--- config.mk ---
export PLATFORM = sky130hd
export DESIGN_NAME = sdadc_bringup_seq
export DESIGN_NICKNAME = d
export VERILOG_FILES = /design/src/rtl/sdadc_seq_pkg.sv /design/src/rtl/sdadc_spi_shifter.sv /design/src/rtl/sdadc_countdown.sv /design/src/rtl/sdadc_ready_watch.sv /design/src/rtl/sdadc_bringup_seq.sv
export SDC_FILE = /design/constraint.sdc
export NUM_CORES = 1
export LEC_CHECK = 0
export ABC_CLOCK_PERIOD_IN_PS = 3150
export BUFFER_PORTS_ARGS = -buffer_cell sky130_fd_sc_hd__buf_4
export CAP_MARGIN = 20
export CORE_MARGIN = 2
export CORE_UTILIZATION = 25
export CTS_CLUSTER_SIZE = 10
export DETAILED_ROUTE_END_ITERATION = 7
export PLACE_DENSITY_LB_ADDON = 0.15
export REMOVE_ABC_BUFFERS = 1
export SETUP_SLACK_MARGIN = 0.4
export SLEW_MARGIN = 15
export SYNTH_ARGS = -nofsm -noshare
export SYNTH_HDL_FRONTEND = slang
export SYNTH_SLANG_ARGS = --single-unit
--- constraint.sdc ---
create_clock -name clk -period 3.15 [get_ports clk]
set_input_delay 0.63 -clock clk [delete_from_list [all_inputs] [get_ports clk]]
set_output_delay 0.63 -clock clk [all_outputs]
set_load 0.005 [all_outputs]
--- src/rtl/sdadc_seq_pkg.sv ---
package sdadc_seq_pkg;

  // converter register addresses (bits 5:3 of the command byte)
  localparam logic [2:0] REG_MODE = 3'd1;
  localparam logic [2:0] REG_CONF = 3'd2;
  localparam logic [2:0] REG_ID   = 3'd4;
  localparam logic [2:0] REG_IO   = 3'd5;

  // operating-mode codes for mode word bits 15:13
  localparam logic [2:0] OPM_IDLE     = 3'd2;
  localparam logic [2:0] OPM_ZERO_CAL = 3'd4;
  localparam logic [2:0] OPM_FULL_CAL = 3'd5;

  localparam logic [3:0] RATE_BOOT = 4'd1;

  typedef enum logic [3:0] {
    S_IDLE,
    S_RST,
    S_SETTLE,
    S_ID,
    S_MODE,
    S_CONF,
    S_IO,
    S_SEL,
    S_CAL,
    S_CAL_WAIT,
    S_FAIL
  } seq_state_e;

  function automatic logic [7:0] cmd_byte(input logic rd, input logic [2:0] addr);
    return {1'b0, rd, addr, 3'b000};
  endfunction

  function automatic logic [15:0] mode_word(input logic [2:0] opm,
                                            input logic [1:0] clk_src,
                                            input logic [3:0] rate);
    return {opm, 5'b0, clk_src, 2'b0, rate};
  endfunction

  function automatic logic [15:0] conf_word(input logic [2:0] gain,
                                            input logic       buf_en,
                                            input logic [3:0] chan);
    return {5'b0, gain, 3'b0, buf_en, chan};
  endfunction

  function automatic logic [7:0] io_byte(input logic [1:0] mag, input logic [1:0] route);
    return {4'b0, route, mag};
  endfunction

endpackage

--- src/rtl/sdadc_spi_shifter.sv ---
module sdadc_spi_shifter #(
  parameter int unsigned CLK_DIV = 4,
  parameter int unsigned FRAME_W = 32,
  parameter int unsigned RX_W    = 4,
  localparam int unsigned LEN_W  = $clog2(FRAME_W + 1),
  localparam int unsigned DIV_W  = $clog2(CLK_DIV + 1)
) (
  input  logic               clk,
  input  logic               rst_n,
  input  logic               go,
  input  logic [LEN_W-1:0]   len,
  input  logic [FRAME_W-1:0] tx,
  input  logic               miso,
  output logic [RX_W-1:0]    rx,
  output logic               fin,
  output logic               sclk,
  output logic               cs_n,
  output logic               mosi
);

  localparam logic [DIV_W-1:0] DIV_INIT = DIV_W'(CLK_DIV - 1);

  logic               active;
  logic               first;
  logic               sclk_q;
  logic               cs_q;
  logic               fin_q;
  logic [FRAME_W-1:0] sh;
  logic [RX_W-1:0]    rx_q;
  logic [LEN_W-1:0]   left;
  logic [DIV_W-1:0]   div;

  always_ff @(posedge clk or negedge rst_n) begin
    if (!rst_n) begin
      active <= 1'b0;
      first  <= 1'b0;
      sclk_q <= 1'b1;
      cs_q   <= 1'b1;
      fin_q  <= 1'b0;
      sh     <= '0;
      rx_q   <= '0;
      left   <= '0;
      div    <= '0;
    end else begin
      fin_q <= 1'b0;
      if (!active) begin
        if (go) begin
          active <= 1'b1;
          cs_q   <= 1'b0;
          sh     <= tx;
          left   <= len;
          div    <= DIV_INIT;
          first  <= 1'b1;
        end
      end else if (div != '0) begin
        div <= div - 1'b1;
      end else begin
        div <= DIV_INIT;
        if (sclk_q) begin
          if (left == '0) begin
            active <= 1'b0;
            cs_q   <= 1'b1;
            fin_q  <= 1'b1;
          end else begin
            sclk_q <= 1'b0;
            if (!first) sh <= {sh[FRAME_W-2:0], 1'b0};
            first <= 1'b0;
          end
        end else begin
          sclk_q <= 1'b1;
          rx_q   <= {rx_q[RX_W-2:0], miso};
          left   <= left - 1'b1;
        end
      end
    end
  end

  assign sclk = sclk_q;
  assign cs_n = cs_q;
  assign mosi = sh[FRAME_W-1];
  assign rx   = rx_q;
  assign fin  = fin_q;

  // the serial clock only moves inside a selected frame
  p_sclk_framed_r12: assert property (@(posedge clk) disable iff (!rst_n)
    !$stable(sclk_q) |-> !cs_q);

endmodule

--- src/rtl/sdadc_countdown.sv ---
module sdadc_countdown #(
  parameter int unsigned W = 16
) (
  input  logic         clk,
  input  logic         rst_n,
  input  logic         load,
  input  logic [W-1:0] value,
  output logic         expired
);

  logic [W-1:0] cnt;

  always_ff @(posedge clk or negedge rst_n) begin
    if (!rst_n) cnt <= '0;
    else if (load) cnt <= value;
    else if (cnt != '0) cnt <= cnt - 1'b1;
  end

  assign expired = (cnt == '0);

endmodule

--- src/rtl/sdadc_ready_watch.sv ---
module sdadc_ready_watch #(
  parameter int unsigned SYNC_STAGES = 2
) (
  input  logic clk,
  input  logic rst_n,
  input  logic arm,
  input  logic line,
  output logic fell
);

  logic line_s;
  logic seen_high;

  generate
    if (SYNC_STAGES < 2) begin : g_single
      logic s_q;
      always_ff @(posedge clk or negedge rst_n) begin
        if (!rst_n) s_q <= 1'b1;
        else s_q <= line;
      end
      assign line_s = s_q;
    end else begin : g_chain
      logic [SYNC_STAGES-1:0] chain;
      always_ff @(posedge clk or negedge rst_n) begin
        if (!rst_n) chain <= '1;
        else chain <= {chain[SYNC_STAGES-2:0], line};
      end
      assign line_s = chain[SYNC_STAGES-1];
    end
  endgenerate

  always_ff @(posedge clk or negedge rst_n) begin
    if (!rst_n) seen_high <= 1'b0;
    else if (arm) seen_high <= 1'b0;
    else if (line_s) seen_high <= 1'b1;
  end

  assign fell = seen_high & ~line_s;

endmodule

--- src/rtl/sdadc_bringup_seq.sv ---
module sdadc_bringup_seq
  import sdadc_seq_pkg::*;
#(
  parameter int unsigned CLK_DIV       = 4,
  parameter int unsigned SETTLE_CYCLES = 50000,
  parameter int unsigned CAL_TIMEOUT   = 2000000,
  parameter int unsigned NUM_CAL_CH    = 3,
  parameter int unsigned SYNC_STAGES   = 2
) (
  input  logic       clk,
  input  logic       rst_n,
  input  logic       start,
  input  logic [3:0] exp_id,
  input  logic [1:0] clk_sel,
  input  logic [2:0] gain_sel,
  input  logic       buf_on,
  input  logic       exc_on,
  input  logic [1:0] exc_mag,
  input  logic [1:0] exc_route,
  input  logic       miso,
  output logic       sclk,
  output logic       cs_n,
  output logic       mosi,
  output logic       done,
  output logic       busy,
  output logic       err
);

  localparam int unsigned FRAME_W = 32;
  localparam int unsigned LEN_W   = $clog2(FRAME_W + 1);
  localparam int unsigned TMR_MAX = (SETTLE_CYCLES > CAL_TIMEOUT) ? SETTLE_CYCLES : CAL_TIMEOUT;
  localparam int unsigned TMR_W   = $clog2(TMR_MAX + 1);
  localparam int unsigned CH_W    = (NUM_CAL_CH > 1) ? $clog2(NUM_CAL_CH) : 1;
  localparam logic [CH_W-1:0] CH_LAST = CH_W'(NUM_CAL_CH - 1);

  seq_state_e state;
  logic       go_q;
  logic       done_q;
  logic       err_q;
  logic       cal_full;
  logic [CH_W-1:0] ch;

  // events between the pieces
  logic               xfer_fin;
  logic [3:0]         id_nib;
  logic               eng_cs_n;
  logic [FRAME_W-1:0] tx_frame;
  logic [LEN_W-1:0]   tx_len;
  logic               tmr_load;
  logic [TMR_W-1:0]   tmr_value;
  logic               tmr_expired;
  logic               rdy_arm;
  logic               rdy_fell;
  logic               in_wait;

  always_comb begin
    tx_frame = '0;
    tx_len   = '0;
    case (state)
      S_RST: begin
        tx_frame = '1;
        tx_len   = LEN_W'(32);
      end
      S_ID: begin
        tx_frame = {cmd_byte(1'b1, REG_ID), 24'h0};
        tx_len   = LEN_W'(16);
      end
      S_MODE: begin
        tx_frame = {cmd_byte(1'b0, REG_MODE), mode_word(OPM_IDLE, clk_sel, RATE_BOOT), 8'h0};
        tx_len   = LEN_W'(24);
      end
      S_CONF, S_SEL: begin
        tx_frame = {cmd_byte(1'b0, REG_CONF), conf_word(gain_sel, buf_on, 4'(ch)), 8'h0};
        tx_len   = LEN_W'(24);
      end
      S_IO: begin
        tx_frame = {cmd_byte(1'b0, REG_IO), io_byte(exc_mag, exc_route), 16'h0};
        tx_len   = LEN_W'(16);
      end
      S_CAL: begin
        tx_frame = {cmd_byte(1'b0, REG_MODE),
                    mode_word(cal_full ? OPM_FULL_CAL : OPM_ZERO_CAL, clk_sel, RATE_BOOT), 8'h0};
        tx_len   = LEN_W'(24);
      end
      default: begin
        tx_frame = '0;
        tx_len   = '0;
      end
    endcase
  end

  assign tmr_load  = xfer_fin && (state == S_RST || state == S_CAL);
  assign tmr_value = (state == S_RST) ? TMR_W'(SETTLE_CYCLES) : TMR_W'(CAL_TIMEOUT);
  assign rdy_arm   = xfer_fin && (state == S_CAL);
  assign in_wait   = (state == S_CAL_WAIT);

  sdadc_spi_shifter #(
    .CLK_DIV(CLK_DIV),
    .FRAME_W(FRAME_W),
    .RX_W   (4)
  ) i_shifter (
    .clk  (clk),
    .rst_n(rst_n),
    .go   (go_q),
    .len  (tx_len),
    .tx   (tx_frame),
    .miso (miso),
    .rx   (id_nib),
    .fin  (xfer_fin),
    .sclk (sclk),
    .cs_n (eng_cs_n),
    .mosi (mosi)
  );

  sdadc_countdown #(.W(TMR_W)) i_timer (
    .clk    (clk),
    .rst_n  (rst_n),
    .load   (tmr_load),
    .value  (tmr_value),
    .expired(tmr_expired)
  );

  sdadc_ready_watch #(.SYNC_STAGES(SYNC_STAGES)) i_ready (
    .clk  (clk),
    .rst_n(rst_n),
    .arm  (rdy_arm),
    .line (miso),
    .fell (rdy_fell)
  );

  always_ff @(posedge clk or negedge rst_n) begin
    if (!rst_n) begin
      state    <= S_IDLE;
      go_q     <= 1'b0;
      done_q   <= 1'b0;
      err_q    <= 1'b0;
      cal_full <= 1'b0;
      ch       <= '0;
    end else begin
      go_q   <= 1'b0;
      done_q <= 1'b0;
      case (state)
        S_IDLE: if (start) begin
          state    <= S_RST;
          go_q     <= 1'b1;
          ch       <= '0;
          cal_full <= 1'b0;
          err_q    <= 1'b0;
        end
        S_RST: if (xfer_fin) state <= S_SETTLE;
        S_SETTLE: if (tmr_expired) begin
          state <= S_ID;
          go_q  <= 1'b1;
        end
        S_ID: if (xfer_fin) begin
          if (id_nib == exp_id) begin
            state <= S_MODE;
            go_q  <= 1'b1;
          end else begin
            state <= S_FAIL;
          end
        end
        S_MODE: if (xfer_fin) begin
          state <= S_CONF;
          go_q  <= 1'b1;
        end
        S_CONF: if (xfer_fin) begin
          state <= exc_on ? S_IO : S_SEL;
          go_q  <= 1'b1;
        end
        S_IO: if (xfer_fin) begin
          state <= S_SEL;
          go_q  <= 1'b1;
        end
        S_SEL: if (xfer_fin) begin
          state    <= S_CAL;
          go_q     <= 1'b1;
          cal_full <= 1'b0;
        end
        S_CAL: if (xfer_fin) state <= S_CAL_WAIT;
        S_CAL_WAIT: begin
          if (rdy_fell) begin
            if (!cal_full) begin
              cal_full <= 1'b1;
              state    <= S_CAL;
              go_q     <= 1'b1;
            end else if (ch == CH_LAST) begin
              state  <= S_IDLE;
              done_q <= 1'b1;
            end else begin
              ch    <= ch + 1'b1;
              state <= S_SEL;
              go_q  <= 1'b1;
            end
          end else if (tmr_expired) begin
            state <= S_FAIL;
          end
        end
        S_FAIL: begin
          err_q <= 1'b1;
          state <= S_IDLE;
        end
        default: state <= S_IDLE;
      endcase
    end
  end

  // chip select is also held low while the ready flag is watched
  assign cs_n = eng_cs_n & ~in_wait;
  assign busy = (state != S_IDLE);
  assign done = done_q;
  assign err  = err_q;

  // the reset frame only ever drives ones
  p_reset_mosi_high_r1: assert property (@(posedge clk) disable iff (!rst_n)
    (state == S_RST && !cs_n) |-> mosi);

  // a run only ends with an outcome
  p_busy_ends_with_outcome_r10: assert property (@(posedge clk) disable iff (!rst_n)
    $fell(busy) |-> (done || err));

  // success and failure never coincide
  p_done_err_excl_r10: assert property (@(posedge clk) disable iff (!rst_n)
    !(done && err));

  // a run is only entered from a start request
  p_busy_needs_start_r11: assert property (@(posedge clk) disable iff (!rst_n)
    $rose(busy) |-> $past(start));

endmodule

; ---- Word level (Yosys, flattened, before mapping)
; Index checks and enable logic that the tools add are counted.
[classes]
n_eq_ne = 31
muxes = 80
reduce_logical = 29
bitwise = 6
n_addsub = 4
[ops]
columns = operator, n
row1 = $mux 32, 6
row2 = $pmux 32 s6, 1
row3 = $mux 21, 3
row4 = $mux 4, 13
row5 = $pmux 4 s10, 1
row6 = $mux 1, 39
row7 = $mux 6, 4
row8 = $logic_not 21->1, 1
row9 = $reduce_bool 21->1, 1
row10 = $sub 21x1->21 const B, 1
row11 = $ne 2x1->1 const B, 9
row12 = $ne 2x2->1 const B, 9
row13 = $pmux 6 s3, 1
row14 = $eq 4x3->1 const B, 4
row15 = $eq 4x4->1 const B, 3
row16 = $mux 3, 4
row17 = $reduce_and 4->1, 3
row18 = $reduce_and 10->1, 1
row19 = $reduce_and 5->1, 2
row20 = $reduce_bool 2->1, 5
row21 = $eq 4x2->1 const B, 2
row22 = $mux 2, 4
row23 = $reduce_or 4->1, 2
row24 = $logic_not 6->1, 1
row25 = other kinds (21), 30
[totals]
output_inout_bits = 6
regBits = 84
inputBits = 19
elab_cells = 168

; ---- Depth between registers and ports, before layout
; Gate-level depths: netlist of run 1.
[depth]
word_depth = 5
ltp_mapped = 8
mapped_depth_nobuf = 7

; ---- Hierarchy
; A second synthesis of run 1 with hierarchy kept.
[hier_totals]
hier_cells = 484
hier_area_um2 = 5183.7
[by_module_without_submodules]
columns = mod, n_inst, area_each_um2, cells_per_inst, seq_area_each_um2
row1 = sdadc_spi_shifter, 1, 2656.3, 196, 1253.7
row2 = sdadc_countdown, 1, 1297.5, 129, 525.5
row3 = sdadc_bringup_seq, 1, 1136.1, 154, 250.2
row4 = sdadc_ready_watch, 1, 93.8, 5, 77.6

; ---- Worst setup path after synthesis of run 1
; Ideal clock, no wire load.
[synth_path]
path_type = register to register
from = register i_timer.cnt[7]
to = register state[0]
t_arrival_ns = 2.359
path_buffers = 1
path_slack_ns = 0.664
setup_time_ns = 0.128
required_time_ns = 3.022
synth_period_minus_slack_ns = 2.486
path_stages_with_launch = 7
cell_sequence = dfrtp_1 or4_4 buf_6 or3_4 or2_4 a221oi_2 mux2_1
[synth_between]
elab_chain_cells = 3
word_cells_on_any_way = 4
classes_between = eq/ne (2) / reduce/logical (2)
[synth_lines]
columns = item, line
row1 = from (decl), sdadc_countdown.sv:11  ; logic [W-1:0] cnt;
row2 = from (signal assigned), sdadc_countdown.sv:15  ; else if (load) cnt <= value;
row3 = from (signal assigned), sdadc_countdown.sv:16  ; else if (cnt != '0) cnt <= cnt - 1'b1;
row4 = $logic_not 21->1 *, sdadc_countdown.sv:19  ; assign expired = (cnt == '0);
row5 = $ne 3x1->1 (no source line) or $ne 2x1->1 (tied branches), -
row6 = $reduce_and 10->1 (no source line) *, -
row7 = to (signal assigned), sdadc_bringup_seq.sv:168  ; state <= exc_on ? S_IO : S_SEL;
row8 = to (decl), sdadc_bringup_seq.sv:36  ; seq_state_e state;
; Every way passes the cells marked *; elsewhere a longest branch is shown, timed or not.
; A chain may end at the register's enable or synchronous reset.

; ---- Worst setup path after layout of run 1
[layout_path]
from = register i_timer.cnt[11]
to = register state[3]
; Same word-level chain as after synthesis.

==> results.sh, run 1 <==
export IMPL_drc=0
export IMPL_dieWidth_microns=137
export IMPL_insertion_delay_ns=0.34
export IMPL_fin_skew_ns=0.00790
export IMPL_async_flop_share=1.00
export IMPL_grt_pass1_wl_microns=18200
export IMPL_synth_cells=501
export IMPL_timing_hold_ws_ns=0.255
export IMPL_antenna_diode_count=0
export IMPL_dieArea_sq_um=18800
export IMPL_synth_top_cell_by_area="dfrtp_1"
export IMPL_avgViaCountPerCell=4.87
export IMPL_dp_hpwl_microns=7510
export IMPL_synthMostInstantiatedCell="dfrtp_1"
export IMPL_swShare=0.308
export IMPL_multi_input_area_sq_um=2170
export IMPL_maxSlewHeadroom=0.552
export IMPL_holdBufCountCts=0
export IMPL_required_ns=3.37
export IMPL_ir_drop_uv=307
export IMPL_dpl_worst_slack_ns=0.524
export IMPL_p_switching_mw=0.946
export IMPL_fillers=1835
export IMPL_p_seq_frac=0.411
export IMPL_drt_iter0_drc=214
export IMPL_power_leakage_nw=2.30
export IMPL_maxCapViolations=0
export IMPL_hold_path_class="input port to async pin"
export IMPL_grt_pass1_vias=3452
export IMPL_endpoint_kind="flop"
export IMPL_period_share=0.841
export IMPL_drive_above_1_share=0.113
export IMPL_clockBufferDepth=2
export IMPL_final_setup_worst_slack_ns=0.501
export IMPL_avgRoutedWirePerCell_microns=14.9
export IMPL_ant_nets=0
export IMPL_power_density_nw_per_um2=593
export IMPL_drt_total_wl_microns=11100
export IMPL_tightest_slew_ns=0.672
export IMPL_io_buffer_count=24
export IMPL_dp_cells=729
export IMPL_hold_violations=0
export IMPL_pwr_share_clk=0.369
export IMPL_avgSynthCellArea_sq_um=8.84
export IMPL_cts_inserted_buffers=9
export IMPL_synthDistinctLibCells=60
export IMPL_yosys_top_cells_count="dfrtp_1, a21oi_1, nor2_1, nand2_1, o21ai_0"
export IMPL_setup_viol=0
export IMPL_cts_root_buf="clkbuf_16"
export IMPL_grt_max_degree=65
export IMPL_fin_crit_ns=2.65
export IMPL_critPathLaunchType="flop"
export IMPL_regArea_sq_um=2110
export IMPL_power_mw=3.08
export IMPL_yosysWarnings=0
export IMPL_cts_sinks=84
export IMPL_final_cells=745
export IMPL_synth_edff_count=0
export IMPL_worstPathArrival_ns=2.86
export IMPL_core_area_sq_um=17300
export IMPL_path_max_fanout=14
export IMPL_grt_antenna_before_repair=0
export IMPL_drt_first_pass_iters=4
export IMPL_fin_setup_tns_ns=0
export IMPL_start_util=0.256
export IMPL_grt_overflow=0
export IMPL_yosys_most_used_dff="dfrtp_1"
export IMPL_num_vias=3627
export IMPL_synth_area_sq_um=4430
export IMPL_drv_slew=0
export IMPL_cts_tree="done"
export IMPL_layout_nets=541
export IMPL_track_usage=0.124
export IMPL_p_int_mw=2.13
export IMPL_h_tree_depth=3
export IMPL_synth_top_area_frac=0.452
export IMPL_ioPinCount=25
export IMPL_die_y_microns=137
export IMPL_area_delta_synth_final_pct=17.2
export IMPL_status="finished clean"
export IMPL_max_freq_mhz=378
export IMPL_critical_path_class="flop to flop"
export IMPL_core_rowCount=48
export IMPL_clk_pin_slew_ns=0.06
export IMPL_combPwrFrac=0.220
export IMPL_ys_seq_elements=84
export IMPL_rsz0062_at_grt="no"
export IMPL_ys_seq_area_frac=0.476
export IMPL_yosys_top_cells_area="dfrtp_1, a21oi_1, nor2_1"
export IMPL_gp_congestion=0.829
[critical path, cell delays in order, from the launching register on]
cell      delay, ns
dfrtp_1        0.41
or4_1          0.60
or3_4          0.45
or2_4          0.30
a221oi_2       0.39
mux2_1         0.37
[stage by stage]
step / cell area [sq um] / util
after floorplan: 4300 / -
after global placement: 4870 / 0.281
after detailed placement: 4870 / 0.281
after CTS: 5180 / 0.299
after global routing: 5190 / 0.300
final: 5190 / 0.300
[power by group through the flow]
stage                     logic (mW)  registers, mW  clock network [mW]
after detailed placement       0.671           1.28                   0
after CTS                      0.680           1.26                1.18
after global placement         0.675           1.28                   0
after global routing           0.749           1.28                1.22
final                          0.677           1.26                1.14
after floorplan                0.423           1.25                   0
[registers in the layout, indices dropped and copies added (netlist names), 2 cells and up]
signal and flops:
i_timer.cnt 21, ch 2, i_shifter.sh 32, i_ready.g_chain.chain 2
state 4, i_shifter.div 3, i_shifter.rx 4, i_shifter.left 6
[cell families after synthesis]
family                     share of synthesized area
xor gates and xnor gates                      0.0475
adders and majority gates                     0.0198
AOI/OAI and AO/OA                              0.199
DFF                                            0.476
muxes                                         0.0122
and+or+nand+nor                                0.207
buffers and inverters                         0.0390
[layout make-up]
type	count	area share
multi-input combinational	373	0.418
clock buffer	14	0.0490
timing repair buffer	34	0.0516
sequential	84	0.406
clock inverter	2	0.0116
inverter	13	0.00941
tap	225	0.0543
[routing by layer]
metal / vias up / track usage / wire (microns)
met5: - / 0 / 0
met4: 0 / 0.0441 / 167
met1: 1754 / 0.172 / 5520
met2: 69 / 0.189 / 5000
met3: 13 / 0.0304 / 409
li1: 1791 / - / -
[final timing paths]
path	slack (ns)	startpoint	to	cells past startpoint
max in group asynchronous	2.25	rst_n	i_shifter.sh[7]$_DFFE_PN0P_	2
max	0.50	i_timer.cnt[11]$_DFFE_PN0P_	state[3]$_DFFE_PN0P_	5
min in group clk	0.36	i_ready.g_chain.chain[0]$_DFF_PN1_	i_ready.g_chain.chain[1]$_DFF_PN1_	0
min	0.25	rst_n	i_timer.cnt[17]$_DFFE_PN0P_	1
min reg2reg	0.36	i_ready.g_chain.chain[0]$_DFF_PN1_	i_ready.g_chain.chain[1]$_DFF_PN1_	0
max reg2reg	0.50	i_timer.cnt[11]$_DFFE_PN0P_	state[3]$_DFFE_PN0P_	5
[timing repair]
item | 4_1_cts | 5_1_grt
setup buffers | 0 | 0
endpoints found under the setup margin | 0 | 1
resized for setup | 0 | 1
[layout by cell type, fill, tap and decap left out, types with 5 or more instances in the layout]
cell type / synthesis / layout
a31oi_1: 6 / 6
buf_4: 0 / 33
nor2_1: 74 / 74
xnor2_1: 13 / 13
a2bb2oi_1: 6 / 6
dfrtp_1: 80 / 80
nor3_1: 12 / 12
xor2_1: 11 / 11
nand2b_1: 5 / 5
and2_1: 6 / 6
nand2_1: 42 / 42
nand3_1: 11 / 11
clkbuf_16: 0 / 9
a21oi_1: 74 / 74
o21ai_0: 26 / 26
nor4_1: 6 / 5
nor2b_1: 8 / 8
ha_1: 7 / 7
inv_1: 12 / 12
(Power assumes the default switching activity.)
==> inputs of run 2 (changes only) <==
Settings changed: ABC_AREA set to 1, ABC_CLOCK_PERIOD_IN_PS 3150 to 2300.
Clock period 3.15 ns to 2.3 ns, I/O delays scaled along.
==> run 2 against run 1 <==
Via count increased by 7.0%. Sequential power rose by 18%. First-iteration DRC count is 47% higher. Clock-buffer cell count is 1 lower. Cell count grew 13%. Worst hold slack lost 0.21 ns. Global-route usage up 0.31 points. Critical endpoint is now busy. Largest cell class unchanged. Largest power group is now clock.
==> results.sh, run 2 <==
export IMPL_hold_path_class="input port to async pin"
export IMPL_ant_nets=0
export IMPL_required_ns=1.84
export IMPL_clockBufferDepth=2
export IMPL_avgViaCountPerCell=4.61
export IMPL_power_density_nw_per_um2=572
export IMPL_setup_viol=0
export IMPL_highest_layer="met4"
export IMPL_drive_above_1_share=0.158
export IMPL_synthDistinctLibCells=39
export IMPL_largest_register="i_shifter.sh"
export IMPL_grt_max_degree=59
export IMPL_met2_length_microns=5250
export IMPL_synth_cells=571
export IMPL_avgSynthCellArea_sq_um=7.97
export IMPL_path_max_fanout=6
export IMPL_final_common_cell="nand2_1"
export IMPL_drt_iter0_drc=315
export IMPL_synthMostInstantiatedCell="nand2_1"
export IMPL_worstPathArrival_ns=1.38
export IMPL_track_usage=0.128
export IMPL_fin_skew_ns=0.0107
export IMPL_critical_path_class="flop to primary output"
export IMPL_tightest_slew_ns=0.439
export IMPL_h_tree_depth=3
export IMPL_maxSlewHeadroom=0.707
export IMPL_yosysWarnings=0
export IMPL_grt_pass1_wl_microns=19700
export IMPL_dieWidth_microns=139
export IMPL_largest_reg_flops=32
export IMPL_dp_hpwl_microns=8090
export IMPL_fin_crit_ns=1.84
export IMPL_mostFrequentLayoutCells="nand2_1, dfrtp_1, nor2_1, inv_1, nand3_1"
export IMPL_core_area_sq_um=17900
export IMPL_status="finished clean"
export IMPL_async_flop_share=1.00
export IMPL_die_y_microns=139
export IMPL_dpl_worst_slack_ns=0.354
export IMPL_drt_first_pass_iters=4
export IMPL_io_buffer_count=24
export IMPL_yosys_top_cells_area="dfrtp_1, nand2_1, nor2_1"
export IMPL_crit_chain="nor2_4 -> nand2_1 -> buf_4"
export IMPL_drt_total_wl_microns=11700
export IMPL_ys_seq_elements=84
export IMPL_ys_seq_area_frac=0.463
export IMPL_insertion_delay_ns=0.35
export IMPL_rsz0062_at_grt="yes"
export IMPL_cts_sinks=84
export IMPL_layout_nets=633
export IMPL_wl_met3_microns=274
export IMPL_max_freq_mhz=542
export IMPL_period_share=0.802
export IMPL_start_util=0.254
export IMPL_synth_edff_count=0
export IMPL_crit_buf_inv=1
export IMPL_synth_area_sq_um=4550
export IMPL_cts_tree="done"
export IMPL_grt_antenna_before_repair=0
export IMPL_ir_drop_uv=302
export IMPL_cp_top_family="flip-flops"
export IMPL_grt_overflow=0
export IMPL_reg_largest_list="i_shifter.sh: 32 flops, i_timer.cnt: 21 flops, i_shifter.left: 6 flops"
export IMPL_fin_area_sq_um=5450
export IMPL_drv_slew=0
export IMPL_gp_congestion=0.794
export IMPL_num_vias=3881
export IMPL_area_delta_synth_final_pct=19.6
export IMPL_met1_length_microns=5790
export IMPL_core_rowCount=49
export IMPL_synth_top_cell_by_area="dfrtp_1"
export IMPL_crit_path_top_delay_cell="dfrtp_2"
export IMPL_hold_violations=0
export IMPL_holdBufCountCts=0
export IMPL_yosys_most_used_dff="dfrtp_1"
export IMPL_ioPinCount=25
export IMPL_synth_top_area_frac=0.440
export IMPL_slowest_delay_ns=0.47
export IMPL_antenna_diode_count=0
export IMPL_endpoint_kind="primary output"
export IMPL_place_area_sq_um=4990
export IMPL_drc=0
export IMPL_grt_pass1_vias=3864
export IMPL_cts_inserted_buffers=9
export IMPL_final_setup_worst_slack_ns=0.455
export IMPL_avgRoutedWirePerCell_microns=13.9
export IMPL_cts_root_buf="clkbuf_16"
export IMPL_dieArea_sq_um=19300
export IMPL_yosys_top_cells_count="nand2_1, dfrtp_1, nor2_1, inv_1, nand3_1"
export IMPL_power_leakage_nw=2.77
export IMPL_clk_pin_slew_ns=0.06
export IMPL_critPathLaunchType="flop"
export IMPL_maxCapViolations=0
-- run 2: cell count changes in the layout (fill, tap and decap cells not counted), moves of 8 or more --
cell | before | now
inv_1 | 12 | 42
a2bb2oi_1 | 6 | 21
nor2_4 | 0 | 8
a21oi_1 | 74 | 27
nor2b_1 | 8 | 0
xnor2_1 | 13 | 2
nand2_1 | 42 | 166
nor3_1 | 12 | 4
nor2_1 | 74 | 61
nand3_1 | 11 | 39
-- run 2: final cells by class --
type,count,area [sq um]
Clock buffer,13,270
Clock inverter,3,43.8
Fill cell,1938,12500
Inverter,50,194
Multi-Input combinational cell,422,2200
Sequential cell,84,2110
Tap cell,229,287
Timing Repair Buffer,40,338
-- run 2: logic make-up after synthesis --
| logic type | count (synthesis) | share of synthesized area |
|---|---|---|
| adder cells (fa/ha/maj) | 7 | 0.0192 |
| XOR/XNOR | 15 | 0.0289 |
| flip-flops | 84 | 0.463 |
| AND/OR/NAND/NOR | 307 | 0.298 |
| buffers and inverters | 65 | 0.0616 |
| AO/OA/AOI/OAI | 93 | 0.130 |
-- run 2: timing repair --
item                                    4_1_cts  5_1_grt
cloned                                        0        0
endpoints found under the setup margin       13       26
pin swaps                                     3        4
gates resized for setup                       4        9
buffers inserted                              5        5
-- run 2: worst paths after layout --
kind / start / endpoint / slack [ns] / cells after the start
min reg2reg: i_ready.g_chain.chain[0]$_DFF_PN1_ / i_ready.g_chain.chain[1]$_DFF_PN1_ / 0.36 / 0
max: state[3]$_DFFE_PN0P_ / busy / 0.46 / 3
max in group asynchronous: rst_n / i_shifter.cs_n$_DFFE_PN1P_ / 1.54 / 2
max reg2reg: i_shifter.div[0]$_DFFE_PN0P_ / i_shifter.sh[21]$_DFFE_PN0P_ / 0.49 / 7
min in group clk: miso / i_ready.g_chain.chain[0]$_DFF_PN1_ / 0.23 / 1
min: rst_n / i_timer.cnt[5]$_DFFE_PN0P_ / 0.04 / 1
-- run 2: power by group --
part / switching, mW / internal [mW] / leakage (nW) / total (mW)
Sequential: 0.00382 / 1.48 / 1.09 / 1.49
Combinational: 0.0458 / 0.0305 / 1.53 / 0.0763
Clock: 0.618 / 0.934 / 0.156 / 1.55
Total: 0.667 / 2.45 / 2.77 / 3.12
-- run 2: metal layers --
layer  track usage  vias to the layer above
met2         0.199                       62
met4        0.0670                        0
met1         0.173                     1849
met3        0.0180                       22
li1              -                     1948
met5             0                        -
-- run 2: metrics by stage --
stage	TNS (ns)	utilization	power (mW)	hold WS [ns]	instances
global placement	0	0.279	1.59	0.352	815
CTS	0	0.300	3.17	0.0416	836
floorplan	-5.54	-	1.53	0.164	556
detailed placement	0	0.279	1.59	0.354	815
global route	0	0.304	3.22	0.0643	841
finish	0	0.304	3.12	0.0443	841
==> inputs of run 3 (changes only) <==
Settings changed: ABC_CLOCK_PERIOD_IN_PS 2300 to 1650.
Clock period 2.3 ns to 1.65 ns, I/O delays scaled along.
==> run 3 against run 2 <==
Cell count is 12% higher. Non-clock buffer count is 105 higher. Sequential power is 40% higher. Sequential cell count stayed put. Clock skew is 0.0025 ns lower. Routed wire length is 19% higher. Combinational power is 57% higher. Worst hold slack better by 0.062 ns. Critical path depth stayed put. Die area stayed put. Worst setup slack worse by 0.45 ns.
==> results.sh, run 3 (same netlist as run 2, synthesis figures left out) <==
export IMPL_grt_antenna_before_repair=0
export IMPL_drv_slew=0
export IMPL_fin_skew_ns=0.00818
export IMPL_rrSetupSlack_ns=0.02
export IMPL_max_freq_mhz=610
export IMPL_grt_max_degree=52
export IMPL_grt_pass1_vias=4514
export IMPL_r2r_start="state[2]$_DFFE_PN0P_"
export IMPL_endpoint_kind="primary output"
export IMPL_r2r_cells=9
export IMPL_hold_path_class="input port to flop"
export IMPL_reg_largest_list="i_shifter.sh: 32 flops, i_timer.cnt: 21 flops, i_shifter.left: 6 flops"
export IMPL_drc=0
export IMPL_area_delta_synth_final_pct=60.2
export IMPL_dieWidth_microns=139
export IMPL_drive_above_1_share=0.500
export IMPL_hold_violations=0
export IMPL_hold_end="i_ready.g_chain.chain[0]$_DFF_PN1_"
export IMPL_worstPathArrival_ns=1.31
export IMPL_fin_setup_tns_ns=0
export IMPL_tightest_slew_ns=0.304
export IMPL_fin_crit_ns=1.64
export IMPL_start_util=0.254
export IMPL_fillers=1810
export IMPL_place_area_sq_um=5400
export IMPL_largest_reg_flops=32
export IMPL_gp_congestion=0.810
export IMPL_track_usage=0.146
export IMPL_core_area_sq_um=17900
export IMPL_critPathLaunchType="flop"
export IMPL_cts_sinks=84
export IMPL_avgRoutedWirePerCell_microns=14.6
export IMPL_r2r_end="i_shifter.sh[1]$_DFFE_PN0P_"
export IMPL_required_ns=1.32
export IMPL_num_vias=4389
export IMPL_drt_first_pass_iters=4
export IMPL_power_leakage_nw=3.60
export IMPL_period_share=0.994
export IMPL_cts_tree="done"
export IMPL_io_buffer_count=24
export IMPL_holdCritStartpoint="miso"
export IMPL_maxSlewHeadroom=0.797
export IMPL_die_y_microns=139
export IMPL_mostFrequentLayoutCells="nand2_1, buf_4, dfrtp_1, nor2_1"
export IMPL_core_rowCount=49
export IMPL_dp_hpwl_microns=8750
export IMPL_maxCapViolations=0
export IMPL_rsz0062_at_grt="yes"
export IMPL_drt_iter0_drc=268
export IMPL_antenna_diode_count=0
export IMPL_grt_overflow=0
export IMPL_ioPinCount=25
export IMPL_final_common_cell="nand2_1"
export IMPL_drt_total_wl_microns=13800
export IMPL_cts_inserted_buffers=9
export IMPL_critical_path_class="flop to primary output"
export IMPL_dieArea_sq_um=19300
export IMPL_fin_area_sq_um=7290
export IMPL_clk_pin_slew_ns=0.06
export IMPL_hold_depth=1
export IMPL_setup_viol=0
export IMPL_insertion_delay_ns=0.35
export IMPL_ant_nets=0
export IMPL_path_max_fanout=5
export IMPL_status="finished clean"
export IMPL_power_density_nw_per_um2=580
export IMPL_clockBufferDepth=2
export IMPL_avgViaCountPerCell=4.64
export IMPL_cts_root_buf="clkbuf_16"
export IMPL_layout_nets=738
export IMPL_grt_pass1_wl_microns=22700
export IMPL_largest_register="i_shifter.sh"
export IMPL_ir_drop_uv=447
export IMPL_h_tree_depth=3
==> run 3: changes by cell type in the layout (fill, tap and decap cells not counted), moves of 16 or more <==
cell / change
buf_4: +65
nand2_1: -44
buf_6: +27
nand2_2: +27
nor2_1: -25
a2bb2oi_1: -20
a2bb2oi_2: +20
a21oi_1: -16
==> run 3: critical path, cell delays in order (launching register included) <==
cell,delay (ns)
dfrtp_2,0.44
nor2_4,0.25
nand2_2,0.13
buf_6,0.13
==> run 3: worst max-delay path by stage <==
| stage | startpoint | endpoint | slack [ns] | cells after the start |
|---|---|---|---|---|
| after floorplan | i_shifter.active$_DFF_PN0_ | i_shifter.sh[12]$_DFFE_PN0P_ | -0.91 | 6 |
| after detailed placement | i_shifter.div[0]$_DFFE_PN0P_ | i_shifter.sh[25]$_DFFE_PN0P_ | -0.13 | 8 |
| after CTS | state[2]$_DFFE_PN0P_ | cs_n | 0.01 | 6 |
| after global routing | state[1]$_DFFE_PN0P_ | busy | -0.05 | 3 |
| after global placement | i_shifter.div[0]$_DFFE_PN0P_ | i_shifter.sh[3]$_DFFE_PN0P_ | -0.04 | 8 |
| final | state[1]$_DFFE_PN0P_ | busy | 0.01 | 3 |
==> run 3: metal layers <==
layer | part of all wire | GRT usage | vias to the layer above | wire length [microns]
met5 | 0 | 0 | - | 0
met4 | 0.019 | 0.0659 | 0 | 264
met3 | 0.023 | 0.0231 | 20 | 323
met2 | 0.51 | 0.239 | 59 | 7010
met1 | 0.45 | 0.189 | 2144 | 6230
li1 | - | - | 2166 | -
==> run 3: area by class of cell <==
type / count / area [sq um] / share of cell area
clock buffer: 13 / 250 / 0.0343
clock inverter: 2 / 37.5 / 0.00515
inverter: 50 / 223 / 0.0305
multi-input combinational: 422 / 2990 / 0.410
sequential: 84 / 2110 / 0.290
tap: 229 / 287 / 0.0393
timing repair buffer: 145 / 1400 / 0.191
==> run 3: what timing repair did <==
item / CTS / global route
pin swaps: 38 / 64
setup buffers: 34 / 25
hold endpoints to repair: 41 / 0
gates resized for setup: 168 / 115
setup endpoints to repair: 85 / 85
hold buffers: 1 / 0
gates cloned: 4 / 0
==> run 3: power breakdown <==
group	total [mW]	switching [mW]	internal [mW]
clock	2.04	0.827	1.21
combinational	0.120	0.0689	0.0511
sequential	2.08	0.00737	2.07
total	4.23	0.903	3.33
==> run 3: through the flow <==
stage | setup slack (ns) | hold slack [ns] | power (mW) | cells | util
floorplan | -0.910 | 0.0344 | 2.13 | 556 | -
finish | 0.00965 | 0.106 | 4.23 | 945 | 0.407
global route | -0.0492 | 0.0853 | 4.43 | 945 | 0.407
detailed placement | -0.134 | 0.319 | 2.23 | 866 | 0.302
CTS | 0.0127 | 0.0852 | 4.30 | 920 | 0.374
global placement | -0.0399 | 0.319 | 2.23 | 866 | 0.302
